## config.mk

```make
export PLATFORM = sky130hd
export DESIGN_NAME = multicart_game_sel
export DESIGN_NICKNAME = d
export VERILOG_FILES = /design/src/rtl/game_sel_pkg.sv /design/src/rtl/game_sel_evt_sync.sv /design/src/rtl/game_sel_index.sv /design/src/rtl/game_sel_addr_map.sv /design/src/rtl/multicart_game_sel.sv
export SDC_FILE = /design/constraint.sdc
export NUM_CORES = 1
export LEC_CHECK = 0
export CORE_AREA = 8 8 45 47
export DETAILED_ROUTE_END_ITERATION = 10
export DIE_AREA = 0 0 53 55
export MAX_ROUTING_LAYER = met4
export SYNTH_ARGS = -nofsm -noshare
export SYNTH_HDL_FRONTEND = slang
export SYNTH_SLANG_ARGS = --single-unit
```

## constraint.sdc

```tcl
create_clock -name clk_i -period 1.98 [get_ports clk_i]
set_clock_uncertainty 0.05 [all_clocks]
set_input_delay 0.198 -clock clk_i [delete_from_list [all_inputs] [get_ports clk_i]]
set_output_delay 0.198 -clock clk_i [all_outputs]
set_load 0.02 [all_outputs]
```

## src/rtl/game_sel_pkg.sv

```systemverilog
package game_sel_pkg;
  localparam int unsigned NUM_GAMES = 3;
  localparam int unsigned GAME_W    = $clog2(NUM_GAMES);

  // bit order: [3]=prg a19, [2]=prg a18, [1]=ram a14, [0]=ram a13
  typedef struct packed {
    logic [3:0] force_m;
    logic [3:0] force_v;
  } pin_rule_t;

  function automatic pin_rule_t rule_of(input logic [GAME_W-1:0] g);
    pin_rule_t r;
    case (g)
      2'd1:    begin r.force_m = 4'b1111; r.force_v = 4'b0110; end
      2'd2:    begin r.force_m = 4'b1011; r.force_v = 4'b1011; end
      default: begin r.force_m = 4'b1110; r.force_v = 4'b0000; end
    endcase
    return r;
  endfunction
endpackage

```

## src/rtl/game_sel_evt_sync.sv

```systemverilog
module game_sel_evt_sync #(
  parameter int unsigned SYNC_STAGES = 2
) (
  input  logic clk_i,
  input  logic rst_ni,
  input  logic evt_i,
  output logic step_o
);
  logic [SYNC_STAGES-1:0] sync_q;
  logic                   prev_q;

  always_ff @(posedge clk_i or negedge rst_ni) begin
    if (!rst_ni) begin
      sync_q <= '0;
      prev_q <= 1'b0;
    end else begin
      sync_q <= {sync_q[SYNC_STAGES-2:0], evt_i};
      prev_q <= sync_q[SYNC_STAGES-1];
    end
  end

  assign step_o = sync_q[SYNC_STAGES-1] & ~prev_q;

  // a single edge yields a single-cycle step
  a_r5_step_single: assert property (@(posedge clk_i) disable iff (!rst_ni)
    step_o |=> !step_o);
endmodule

```

## src/rtl/game_sel_index.sv

```systemverilog
module game_sel_index
  import game_sel_pkg::*;
(
  input  logic              clk_i,
  input  logic              rst_ni,
  input  logic              step_i,
  output logic [GAME_W-1:0] game_o
);
  localparam logic [GAME_W-1:0] LAST = GAME_W'(NUM_GAMES - 1);

  always_ff @(posedge clk_i or negedge rst_ni) begin
    if (!rst_ni)     game_o <= '0;
    else if (step_i) game_o <= (game_o == LAST) ? '0 : game_o + GAME_W'(1);
  end

  a_r7_hold: assert property (@(posedge clk_i) disable iff (!rst_ni)
    !step_i |=> $stable(game_o));
  a_r5_advance: assert property (@(posedge clk_i) disable iff (!rst_ni)
    (step_i && game_o != LAST) |=> game_o == $past(game_o) + GAME_W'(1));
  a_r6_wrap: assert property (@(posedge clk_i) disable iff (!rst_ni)
    (step_i && game_o == LAST) |=> game_o == '0);
  a_r6_legal: assert property (@(posedge clk_i) disable iff (!rst_ni)
    game_o <= LAST);
endmodule

```

## src/rtl/game_sel_addr_map.sv

```systemverilog
module game_sel_addr_map
  import game_sel_pkg::*;
(
  input  logic [GAME_W-1:0] game_i,
  input  logic [3:0]        map_i,
  output logic [3:0]        addr_o
);
  pin_rule_t rule;
  assign rule = rule_of(game_i);

  for (genvar i = 0; i < 4; i++) begin : g_bit
    assign addr_o[i] = rule.force_m[i] ? rule.force_v[i] : map_i[i];
  end
endmodule

```

## src/rtl/multicart_game_sel.sv

```systemverilog
module multicart_game_sel
  import game_sel_pkg::*;
#(
  parameter int unsigned SYNC_STAGES = 2
) (
  input  logic clk_i,
  input  logic rst_ni,
  input  logic reset_evt_i,
  input  logic map_prg_a18_i,
  input  logic map_ram_a13_i,
  output logic prg_a19_o,
  output logic prg_a18_o,
  output logic ram_a14_o,
  output logic ram_a13_o
);
  logic              step;
  logic [GAME_W-1:0] game;
  logic [3:0]        addr;

  game_sel_evt_sync #(.SYNC_STAGES(SYNC_STAGES)) u_sync (
    .clk_i(clk_i), .rst_ni(rst_ni), .evt_i(reset_evt_i), .step_o(step));

  game_sel_index u_index (
    .clk_i(clk_i), .rst_ni(rst_ni), .step_i(step), .game_o(game));

  game_sel_addr_map u_map (
    .game_i(game),
    .map_i ({1'b0, map_prg_a18_i, 1'b0, map_ram_a13_i}),
    .addr_o(addr));

  assign {prg_a19_o, prg_a18_o, ram_a14_o, ram_a13_o} = addr;

  a_r2_game0_bits: assert property (@(posedge clk_i) disable iff (!rst_ni)
    game == 2'd0 |-> (!prg_a19_o && !prg_a18_o && !ram_a14_o && ram_a13_o == map_ram_a13_i));
  a_r3_game1_bits: assert property (@(posedge clk_i) disable iff (!rst_ni)
    game == 2'd1 |-> ({prg_a19_o, prg_a18_o, ram_a14_o, ram_a13_o} == 4'b0110));
  a_r4_game2_bits: assert property (@(posedge clk_i) disable iff (!rst_ni)
    game == 2'd2 |-> (prg_a19_o && prg_a18_o == map_prg_a18_i && ram_a14_o && ram_a13_o));
endmodule

```

==> qor.txt, run 1 <==
Via count -> 153
Cell Pwr Density -> 1560 nW/µm²
Hold crit path type -> input port to async pin
Worst EP arrival -> 1.59 ns
Initial antenna violation count -> 0
Cells along the critical path -> inv_1 -> ha_1 -> clkdlybuf4s50_1
WL/cell -> 11.3 µm
Post-synth top cells -> 5 x dfrtp_1, 3 x ha_1, 2 x inv_1, 2 x mux2_2, 2 x mux2_4
Clock Sinks -> 5
Most numerous cell in the Yosys netlist -> dfrtp_1
Antenna-violating nets left -> 0
Layout cell share with drive strength beyond 1 -> 33.3%
Reg area -> 125 µm²
Worst ir drop on vdd -> 0.000615 V
Vias in the first global route -> 205
Flops & latches, synth -> 5
Initial Util -> 17.1%
Max Root-Sink Buffers -> 2
Largest net degree at the start of global routing -> 6
Ports -> 9
DRT Wirelength -> 488 µm
Outcome -> complete, no violations
Slew margin rel. -> 85.1%
Post-synthesis instance total -> 15
Slew @ Worst Pin -> 0.223 ns
First-pass GRT wire length -> 931 µm
Setup tns final -> 0 ns
Top cell family by delay on the critical path -> buffers and inverters
Syn nets -> 23
Die width -> 53 µm
Synth area leader -> dfrtp_1
Root Driver -> clkbuf_4
Top cell type's share of synthesized area -> 52.9%
Minimum clock period -> 1.84 ns
Crit-path max FO -> 3
Post-synthesis average cell area -> 15.8 µm²
Site Rows -> 14
Total CTS buffers -> 3
Fin Hold WS -> 0.126 ns
Synth Warn # -> 0
Die height -> 55 µm
RSZ-0062 raised after global routing -> no
GRT Total Usage -> 4.92%
Critical path class -> flop to output pin
GPL Wtd Cong -> 0.598
Startpoint Class -> flop
Tcrit/Tclk final -> 93.1%
Setup violators final -> 0
Post-synthesis sequential area ratio -> 52.9%
Crit path largest cell delay -> 0.61 ns
Pwr Total -> 555 µW
Slowest-stage cell, CP -> clkdlybuf4s50_1
CP endpoint kind -> output pin
Share of flip-flops with an asynchronous set or reset -> 100%
Multi-input logic area -> 104 µm²
Req. time, crit path -> 1.73 ns
I/O Buffers -> 8
Area contributors post-synth -> dfrtp_1 53%, ha_1 16%, mux2_4 13%
Post-route DRC -> 0
Max Cap Viol -> 0
Final Hold Fails -> 0
Ant. Diodes -> 0
Slew Limit Fails -> 0
FILL cells -> 148
DR vias/cell -> 3.56
Leak Pwr -> 0.000170 µW
Final Util -> 25.8%
Overflow left after global routing -> 0
Die footprint -> 2920 µm²
# H-tree levels -> 1
Starting DRT DRC Count -> 0
1st-pass router iterations -> 1
Core ar. -> 1380 µm²
Netlist cell types -> 6
Post-synth EDFFs -> 0
Syn-to-layout area delta -> 50.8%
Fmax -> 543 MHz
CTS tree -> built
Reg2Reg Setup Slack -> 0.91 ns
Crit path buf inv count -> 2
CTS clk-pin slew, worst paths -> 0.04 ns
Nets -> 36
Main synth FF type -> dfrtp_1
Clk Latency, worst-skew pair -> 0.23 ns
Post-Syn Area -> 236 µm²
## per-stage QoR
step	setup slack (ns)	std cells	instance area, µm²
after floorplan	0.525	15	236
after global placement	0.154	39	337
after detailed placement	0.114	39	337
after CTS	0.0585	43	360
after global routing	0.0357	43	357
final	0.137	43	357
## metal layers
| layer | vias to the layer above | GRT usage [%] | routed length, µm |
|---|---|---|---|
| met1 | 70 | 5.52 | 261 |
| li1 | 72 | - | - |
| met5 | - | - | 0 |
| met3 | 2 | 2.94 | 41 |
| met4 | 0 | 5.17 | 4 |
| met2 | 9 | 5.47 | 181 |
## layout make-up
cell class | count | area share, %
sequential | 5 | 35.1
multi-input combinational | 8 | 29.1
timing repair buffer | 8 | 20.7
clock buffer | 4 | 7.37
tap | 16 | 5.61
inverter | 2 | 2.11
## cell families (layout without fill, tap and decap cells)
logic type    count (synthesis)  after routing  share of synthesized area, %
fa+ha+maj                     3              3                          15.9
mux                           4              4                          22.2
flops                         5              5                          52.9
simple gates                  1              1                          5.82
buf+inv                       2             14                          3.18
## repair_timing
item	4_1_cts	5_1_grt
setup buffers	0	0
gates resized for setup	2	2
hold buffers	0	0
endpoints found under the hold margin	0	0
setup endpoints to repair	2	1
## report_power, final
part           internal, µW  switching (µW)  total, µW
logic                   151             145        296
registers               125            19.1        144
clock network          76.0            39.0        115
total                   352             203        555
## registers in the layout (all words and copies together) (netlist names)
| name | count |
|---|---|
| u_index.game_o | 2 |
| u_sync.prev_q | 1 |
| u_sync.sync_q | 2 |
## placed cells by master (no fill, tap or decap)
master,Yosys,final
clkdlybuf4s50_1,0,6
dfrtp_1,5,5
ha_1,3,3
clkbuf_4,0,3
mux2_2,2,2
mux2_4,2,2
inv_1,2,2
nor2b_4,1,1
clkbuf_1,0,1
dlygate4sd2_1,0,1
clkbuf_2,0,1
## path summary, 6_finish.rpt
check	start	to	cells past startpoint
worst max-delay path	u_index.game_o[1]	ram_a14_o	3
worst min-delay path	rst_ni	u_sync.sync_q[0]	1
worst max register to register	u_index.game_o[1]	u_index.game_o[1]	3
worst min register to register	u_sync.sync_q[0]	u_sync.sync_q[1]	0
max in group asynchronous	rst_ni	u_sync.sync_q[1]	1
min in group clk_i	u_sync.sync_q[0]	u_sync.sync_q[1]	0
## worst reg2reg max path, cell delays in order (launching register included)
cell and delay (ns):
dfrtp_1 0.38, inv_1 0.07, ha_1 0.20, mux2_4 0.26
Power figures use the tool's default switching activity.
==> run 2, diff against run 1 <==
--- a/config.mk
+++ b/config.mk
@@ -9,6 +9,7 @@
 export DETAILED_ROUTE_END_ITERATION = 10
 export DIE_AREA = 0 0 53 55
 export MAX_ROUTING_LAYER = met4
+export PLACE_DENSITY_LB_ADDON = 0.2
 export SYNTH_ARGS = -nofsm -noshare
 export SYNTH_HDL_FRONTEND = slang
 export SYNTH_SLANG_ARGS = --single-unit
==> run 2 against run 1 <==
- critical path depth increased by 1
- largest power group unchanged
- clock-buffer cell count unchanged
- first-iteration DRC count unchanged
- die area unchanged
- final cell count unchanged
- register-to-register slack about the same
- cell area increased by 1.1%
- setup slack got worse by 0.037 ns
- critical endpoint is now ram_a13_o
- hold slack got worse by 0.00082 ns
- non-clock buffer count unchanged
==> qor.txt, run 2 (synthesis results as in run 1) <==
Outcome -> complete, no violations
DP HPWL -> 391 µm
Largest net degree at the start of global routing -> 6 (unchanged)
Overflow left after global routing -> 0 (unchanged)
Die height -> 55 µm (unchanged)
Reg2Reg Setup Slack -> 0.92 ns (about the same)
Vias in the first global route -> 180 (-12%)
Worst ir drop on vdd -> 0.000519 V (-16%)
Most frequent cells in the layout -> 6 x clkdlybuf4s50_1, 5 x dfrtp_1, 3 x ha_1, 3 x clkbuf_4
Total CTS buffers -> 3 (unchanged)
Core ar. -> 1380 µm² (unchanged)
Nets -> 36 (unchanged)
Ports -> 9 (unchanged)
I/O Buffers -> 8 (unchanged)
R2R Path End -> u_index.game_o[1]
Critical path class -> flop to output pin
Initial antenna violation count -> 0 (unchanged)
GRT Total Usage -> 4.52% (-0.39 points)
FILL cells -> 146 (-1.4%)
Worst Reg-to-Reg Cells -> 3 (unchanged)
1st-pass router iterations -> 1 (unchanged)
Slew Limit Fails -> 0 (unchanged)
Minimum clock period -> 1.88 ns (+0.0367 ns)
Final Hold Fails -> 0 (unchanged)
Commonest non-fill, non-tap cell in the layout -> clkdlybuf4s50_1
Starting DRT DRC Count -> 0 (unchanged)
Largest registers -> u_index.game_o: 2 flops, u_sync.sync_q: 2 flops, u_sync.prev_q: 1 flops
Post-route DRC -> 0 (unchanged)
Tcrit/Tclk final -> 94.9% (+1.9 points)
Met1 usage -> 4.15% (-1.4 points)
Max Root-Sink Buffers -> 2 (unchanged)
DR vias/cell -> 3.44 (-3.3%)
First-pass GRT wire length -> 765 µm (-18%)
Die footprint -> 2920 µm² (unchanged)
Final Util -> 26.0% (+0.27 points)
CP endpoint kind -> output pin
Setup tns final -> 0 ns (unchanged)
Die width -> 53 µm (unchanged)
Post-CTS Setup Inserts -> 0 (unchanged)
Via count -> 148 (-3.3%)
Fmax -> 532 MHz (-2.0%)
CTS clk-pin slew, worst paths -> 0.04 ns (about the same)
Clock Sinks -> 5 (unchanged)
WL/cell -> 11.2 µm (-1.0%)
Crit Reg-Reg Startpoint -> u_index.game_o[1]
GRT Max-Usage Layer -> met4
Syn-to-layout area delta -> 52.4%
Setup violators final -> 0 (unchanged)
Initial Util -> 17.1% (unchanged)
Slew margin rel. -> 84.9% (-0.16 points)
Ant. Diodes -> 0 (unchanged)
Met3 Use GR -> 2.94% (unchanged)
CTS tree -> built
Layout cell share with drive strength beyond 1 -> 29.6% (-3.7 points)
Root Driver -> clkbuf_4
Crit-path max FO -> 3 (unchanged)
GPL Wtd Cong -> 0.672 (+12%)
Req. time, crit path -> 1.73 ns (about the same)
Antenna-violating nets left -> 0 (unchanged)
Leak Pwr -> 0.000171 µW (+1.1%)
Site Rows -> 14 (unchanged)
DRT Wirelength -> 483 µm (-1.0%)
Max Cap Viol -> 0 (unchanged)
Clk Latency, worst-skew pair -> 0.24 ns (about the same)
Hold crit path type -> input port to async pin
RSZ-0062 raised after global routing -> no
Cell Pwr Density -> 1550 nW/µm² (-0.16%)
Met2 usage -> 4.69% (-0.78 points)
Worst EP arrival -> 1.63 ns (+0.04 ns)
Slew @ Worst Pin -> 0.226 ns (+0.00244 ns)
Startpoint Class -> flop
# H-tree levels -> 1 (unchanged)
-- run 2: cell types whose count changed in the layout (fill, tap and decap cells not counted), sizes merged --
cell / delta
clkbuf: -1
dlygate4sd2: +1
-- run 2: how the worst max path moves through the flow --
stage / startpoint / endpoint / slack, ns / depth (start not counted)
floorplan: u_index.game_o[0] / ram_a13_o / 0.52 / 3
global placement: u_index.game_o[0] / ram_a13_o / 0.13 / 4
detailed placement: u_index.game_o[0] / ram_a13_o / 0.12 / 4
CTS: u_index.game_o[0] / ram_a13_o / 0.07 / 4
global route: u_index.game_o[1] / ram_a13_o / 0.02 / 4
finish: u_index.game_o[0] / ram_a13_o / 0.10 / 4
-- run 2: area by class of cell --
type,count,area [µm²],share of cell area (%)
Sequential cell,5,125,34.7
Multi-Input combinational cell,8,104,28.8
Timing Repair Buffer,8,77.6,21.5
Clock buffer,4,26.3,7.29
Tap cell,16,20.0,5.56
Inverter,2,7.51,2.08
-- run 2: power breakdown --
group	internal (µW)	leakage (µW)	total (µW)	switching (µW)
Clock	76.1	0.0000150	116	39.9
Sequential	125	0.0000597	144	18.8
Combinational	155	0.0000967	300	145
Total	356	0.000171	560	204
-- run 2: per-stage QoR --
step	setup slack, ns	std cells	area, µm²	hold slack, ns	total power, µW
floorplan	0.525	15	236	-0.148	337
global placement	0.132	39	337	0.290	466
detailed placement	0.121	39	337	0.301	473
CTS	0.0720	43	360	0.120	576
global route	0.0233	43	360	0.126	603
finish	0.101	43	360	0.125	560
-- run 2: layer usage --
layer  up-vias  part of all wire (%)
met5         -                     0
met4         0                   4.6
met3         2                   8.3
met2         9                    41
met1        65                    46
li1         72                     -
-- run 2: repair_timing --
action | CTS | global route
endpoints found under the setup margin | 2 | 0
hold buffers | 0 | 0
resized for setup | 2 | 0
-- run 2: worst max-delay path: stages, from the launching register on --
cell and delay (ns):
dfrtp_1 0.37, inv_1 0.07, ha_1 0.30, mux2_2 0.33, dlygate4sd2_1 0.32
